### src/rtl/memStreamReaderPkg.sv
package memStreamReaderPkg;
  typedef enum logic [1:0] {
    ST_IDLE,
    ST_CMD,
    ST_WAIT,
    ST_OUT
  } rdState_e;

  typedef struct packed {
    logic capture;   // latch the returned memory word
    logic advance;   // word delivered: move pointer, drop level
  } rdStrobes_t;
endpackage

### src/rtl/memStreamReaderCtrl.sv
module memStreamReaderCtrl
  import memStreamReaderPkg::*;
(
  input  logic       clk,
  input  logic       rstN,
  input  logic       readable,
  input  logic       cmdReady,
  input  logic       rspValid,
  input  logic       outReady,
  output logic       cmdValid,
  output logic       rspReady,
  output logic       outValid,
  output rdStrobes_t strb
);
  rdState_e state, stateNext;

  always_ff @(posedge clk) begin
    if (!rstN) state <= ST_IDLE;
    else       state <= stateNext;
  end

  always_comb begin
    stateNext = state;
    case (state)
      ST_IDLE: if (readable) stateNext = ST_CMD;
      ST_CMD:  if (cmdReady) stateNext = ST_WAIT;
      ST_WAIT: if (rspValid) stateNext = ST_OUT;
      ST_OUT:  if (outReady) stateNext = ST_IDLE;
      default: stateNext = ST_IDLE;
    endcase
  end

  assign cmdValid     = (state == ST_CMD);
  assign rspReady     = (state == ST_WAIT);
  assign outValid     = (state == ST_OUT);
  assign strb.capture = rspReady && rspValid;
  assign strb.advance = outValid && outReady;

  // a raised command stays up until taken
  assert_cmd_hold_R3: assert property (@(posedge clk) disable iff (!rstN)
    cmdValid && !cmdReady |=> cmdValid);

  // no new command while a word waits on the output
  assert_single_outstanding_R4: assert property (@(posedge clk) disable iff (!rstN)
    outValid && !outReady |=> !cmdValid);
endmodule

### src/rtl/memStreamReaderPath.sv
module memStreamReaderPath
  import memStreamReaderPkg::*;
#(
  parameter int unsigned DATA_W = 32,
  parameter int unsigned ADDR_W = 32,
  parameter int unsigned BASE   = 8,
  parameter int unsigned DEPTH  = 32,
  localparam int unsigned PTR_W = (DEPTH > 1) ? $clog2(DEPTH) : 1,
  localparam int unsigned LVL_W = $clog2(DEPTH + 1)
) (
  input  logic              clk,
  input  logic              rstN,
  input  rdStrobes_t        strb,
  input  logic              wrPush,
  input  logic [LVL_W-1:0]  readThreshold,
  input  logic [DATA_W-1:0] rspData,
  output logic              readable,
  output logic [ADDR_W-1:0] cmdAddr,
  output logic [DATA_W-1:0] outData,
  output logic [LVL_W-1:0]  level
);
  localparam logic [LVL_W-1:0] LVL_FULL = LVL_W'(DEPTH);
  localparam logic [PTR_W-1:0] PTR_LAST = PTR_W'(DEPTH - 1);

  logic [PTR_W-1:0] rdPtr;
  logic             pushOk;

  assign pushOk = wrPush && (level != LVL_FULL);

  always_ff @(posedge clk) begin
    if (!rstN) begin
      level <= '0;
    end else begin
      case ({pushOk, strb.advance})
        2'b10:   level <= level + 1'b1;
        2'b01:   level <= level - 1'b1;
        default: level <= level;
      endcase
    end
  end

  always_ff @(posedge clk) begin
    if (!rstN)             rdPtr <= '0;
    else if (strb.advance) rdPtr <= (rdPtr == PTR_LAST) ? '0 : rdPtr + 1'b1;
  end

  always_ff @(posedge clk) begin
    if (!rstN)             outData <= '0;
    else if (strb.capture) outData <= rspData;
  end

  assign readable = level > readThreshold;
  assign cmdAddr  = ADDR_W'(BASE) + ADDR_W'(rdPtr);

  // occupancy never passes the region size
  assert_level_bound_R7: assert property (@(posedge clk) disable iff (!rstN)
    level <= LVL_FULL);

  // each delivered word moves the read address on
  assert_addr_moves_R8: assert property (@(posedge clk) disable iff (!rstN)
    strb.advance |=> (cmdAddr != $past(cmdAddr)) || (DEPTH == 1));
endmodule

### src/rtl/memStreamReader.sv
module memStreamReader
  import memStreamReaderPkg::*;
#(
  parameter int unsigned DATA_W = 32,
  parameter int unsigned ADDR_W = 32,
  parameter int unsigned BASE   = 8,
  parameter int unsigned DEPTH  = 32,
  localparam int unsigned LVL_W = $clog2(DEPTH + 1)
) (
  input  logic              clk,
  input  logic              rstN,
  input  logic              wrPush,
  input  logic [LVL_W-1:0]  readThreshold,
  output logic              cmdValid,
  input  logic              cmdReady,
  output logic [ADDR_W-1:0] cmdAddr,
  input  logic              rspValid,
  output logic              rspReady,
  input  logic [DATA_W-1:0] rspData,
  output logic              outValid,
  input  logic              outReady,
  output logic [DATA_W-1:0] outData,
  output logic              rdStrobe,
  output logic [LVL_W-1:0]  level
);
  rdStrobes_t strb;
  logic       readable;

  memStreamReaderCtrl uCtrl (
    .clk      (clk),
    .rstN     (rstN),
    .readable (readable),
    .cmdReady (cmdReady),
    .rspValid (rspValid),
    .outReady (outReady),
    .cmdValid (cmdValid),
    .rspReady (rspReady),
    .outValid (outValid),
    .strb     (strb)
  );

  memStreamReaderPath #(
    .DATA_W (DATA_W),
    .ADDR_W (ADDR_W),
    .BASE   (BASE),
    .DEPTH  (DEPTH)
  ) uPath (
    .clk           (clk),
    .rstN          (rstN),
    .strb          (strb),
    .wrPush        (wrPush),
    .readThreshold (readThreshold),
    .rspData       (rspData),
    .readable      (readable),
    .cmdAddr       (cmdAddr),
    .outData       (outData),
    .level         (level)
  );

  assign rdStrobe = strb.advance;

  // a command only starts from a level above the threshold
  assert_cmd_gated_R2: assert property (@(posedge clk) disable iff (!rstN)
    $rose(cmdValid) |-> $past(level) > $past(readThreshold));

  // a stalled output word is held
  assert_out_hold_R5: assert property (@(posedge clk) disable iff (!rstN)
    outValid && !outReady |=> outValid && $stable(outData));
endmodule

### config.mk
export PLATFORM = sky130hd
export DESIGN_NAME = memStreamReader
export DESIGN_NICKNAME = d
export VERILOG_FILES = /design/src/rtl/memStreamReaderPkg.sv /design/src/rtl/memStreamReaderCtrl.sv /design/src/rtl/memStreamReaderPath.sv /design/src/rtl/memStreamReader.sv
export SDC_FILE = /design/constraint.sdc
export NUM_CORES = 1
export LEC_CHECK = 0
export ABC_CLOCK_PERIOD_IN_PS = 5790
export BUFFER_PORTS_ARGS = -buffer_cell sky130_fd_sc_hd__clkbuf_2
export CAP_MARGIN = 10
export CORE_UTILIZATION = 50
export CTS_BUF_LIST = sky130_fd_sc_hd__clkbuf_8 sky130_fd_sc_hd__clkbuf_16
export CTS_CLUSTER_DIAMETER = 60
export DETAILED_ROUTE_END_ITERATION = 16
export PLACE_DENSITY = 0.85
export SKIP_CTS_REPAIR_TIMING = 1
export SYNTH_ARGS = -nofsm -noshare
export SYNTH_HDL_FRONTEND = slang
export SYNTH_SLANG_ARGS = --single-unit
### constraint.sdc
create_clock -name clk -period 5.79 [get_ports clk]
set_input_delay 1.158 -clock clk [delete_from_list [all_inputs] [get_ports clk]]
set_output_delay 1.158 -clock clk [all_outputs]
set_load 0.1 [all_outputs]
==> results_dict.tcl <==
set metrics [dict create \
    status "finished clean" \
    synth_top_family_by_area "simple AND/OR/NAND/NOR gates" \
    synth.avg_cell_area_sq_um 8.35 \
    n_fill_cell 437 \
    nNetsFinal 435 \
    syn_inst 297 \
    stdcell_area_sq_um 2880 \
    gp_congestion 0.775 \
    placementRows 25 \
    synth_xor_area_share_pct 2.12 \
    final_common_cell "clkbuf_2" \
    hold_class "reg -> reg" \
    die_area_sq_um 5250 \
    clk_path_buf_depth 2 \
    vias 2143 \
    cts_tree "built" \
    relSlewSlack_pct 27.3 \
    io_pins 118 \
    critPathMaxFanout 9 \
    peakVddDrop_mv 0.166 \
    dpl_cell_area_sq_um 2800 \
    fin_worst_skew_ps 7.42 \
    maxCapViolCount 0 \
    cts_buffers 5 \
    arrival_ps 2110 \
    grt_pass1_wl_microns 7760 \
    grt_usage_pct 18.4 \
    drv_slew 0 \
    synth_fa_ha_area_share_pct 8.57 \
    preCtsSetupSlack_ps 2520 \
    tightestPinTransition_ps 1090 \
    layout_common_cells "clkbuf_2 (91), nand2_1 (75), dfxtp_1 (45)" \
    clk_pin_slew_ps 80 \
    first_global_vias 1860 \
    fp.dieH_microns 72.4 \
    seq_area_frac_synth_pct 36.3 \
    critPathLaunchType "input port" \
    required_ps 4630 \
    n_antenna_cell 0 \
    dr.pass1.iters 4 \
    yosysWarnings 0 \
    wl_per_cell_microns 10.8 \
    start_util_pct 52.2 \
    crit_type "in -> out" \
    synth_mux_area_share_pct 2.02 \
    async_flop_share_pct 0 \
    yosys-top-cells-area "dfxtp_1 (36%), a21boi_0 (11%), nand2_1 (11%)" \
    portBuffers 91 \
    synth_edf_count 0 \
    synth_seq_cells 45 \
    synth_compound_area_share_pct 17.3 \
    hold_viol 0 \
    drtIter0Drc 68 \
    post-route-period-util_pct 56.5 \
    tns_ps 0 \
    grt_max_degree 49 \
    clock-root-buffer "clkbuf_8" \
    finalWorstSetupSlack_ps 2520 \
    ys_types 45 \
    syn_to_final_growth_pct 16.1 \
    die_w_microns 72.4 \
    netlist.area_leader.share_pct 36.3 \
    coreArea_sq_um 4750 \
    drtAntennaViolNets 0 \
    post-dp-hpwl_microns 3510 \
    clock.fmax_mhz 306 \
    overflow 0 \
    synth_area_leader_cell "dfxtp_1" \
    final-setup-viol-count 0 \
    htreeDepth 2 \
    clock_sinks 45 \
    wl_microns 4780 \
    synthFlopType "dfxtp_1" \
    syn_area_sq_um 2480 \
    fin_crit_ps 3270 \
    layout-drive-gt1-share_pct 27.2 \
    clk_latency_ps 280 \
    synthSimpleGateAreaFrac_pct 18.4 \
    rsz0062_at_grt "false" \
    p_leak_nw 1.39 \
    drc 0 \
    end_kind "output pin" \
    antenna_found_initial 0 \
    powerDensity_nw_per_um2 260 \
    vias_per_cell 4.85 \
]
## Yosys cell counts, types with 2 or more instances
cell type  number
a21boi_0       38
a21oi_1         4
a22oi_1         2
a31oi_1         2
and2_1          4
buf_4          29
buf_6           2
clkbuf_1       11
dfxtp_1        45
ha_1           17
inv_1          16
mux2i_1         5
nand2_1        75
nand3_1         2
nand4_1         3
nor2b_1         3
nor3_1          2
o21ai_0         6
xnor2_1         2
xor2_1          4
## critical path, stage by stage
cell      delay [ps]
clkbuf_2          90
nand2_1          160
inv_1            210
clkbuf_2         490
## registers in the layout, indices dropped and copies added (netlist names)
| name | flops |
|---|---|
| uPath.outData | 32 |
| uPath.level | 6 |
| uPath.rdPtr | 5 |
| uCtrl.state | 2 |
## per-stage QoR
| stage | cells | util (%) | power (mW) | hold slack (ps) |
|---|---|---|---|---|
| global placement | 434 | 58.8 | 0.571 | 453 |
| floorplan | 322 | - | 0.556 | 465 |
| global route | 442 | 60.6 | 0.786 | 499 |
| CTS | 442 | 60.6 | 0.759 | 475 |
| detailed placement | 434 | 58.8 | 0.574 | 464 |
| finish | 442 | 60.6 | 0.750 | 471 |
## report_power, final
part	switching [mW]	internal, mW
clock	0.0994	0.0820
combinational	0.191	0.0465
sequential	0.0109	0.319
total	0.302	0.448
## path summary, 6_finish.rpt
| path | cells past startpoint | endpoint | slack (ps) | startpoint |
|---|---|---|---|---|
| min reg2reg | 2 | uPath.outData[26]$_SDFFE_PN0P_ | 470 | uPath.outData[26]$_SDFFE_PN0P_ |
| max | 4 | rdStrobe | 2520 | outReady |
| max reg2reg | 10 | uPath.level[4]$_SDFFE_PN0P_ | 2890 | uPath.level[2]$_SDFFE_PN0P_ |
| min | 2 | uPath.outData[26]$_SDFFE_PN0P_ | 470 | uPath.outData[26]$_SDFFE_PN0P_ |
## routing by layer
metal  up-vias  part of all wire (%)  global-route usage [%]
met5         -                     0                       0
met4         0                  0.52                    5.45
met3         2                   8.0                    5.69
met2        77                    46                    32.3
met1       991                    45                    21.5
li1       1073                     -                       -
## cell type report
class                           instances  area, sq um  area share, %
Multi-Input combinational cell        215         1300           45.0
Sequential cell                        45          901           31.3
Timing Repair Buffer                   91          455           15.8
Tap cell                               67         83.8           2.91
Clock buffer                            5         68.8           2.39
Inverter                               16         60.1           2.08
Clock inverter                          3         15.0          0.521
## logic make-up after synthesis
family | count (synthesis)
AND/OR/NAND/NOR | 101
buffers and inverters | 62
AO/OA/AOI/OAI | 60
flip-flops | 45
adder cells (fa/ha/maj) | 17
XOR/XNOR | 6
multiplexers | 5
other | 1
Note: power is estimated with default switching activity, not from simulation.
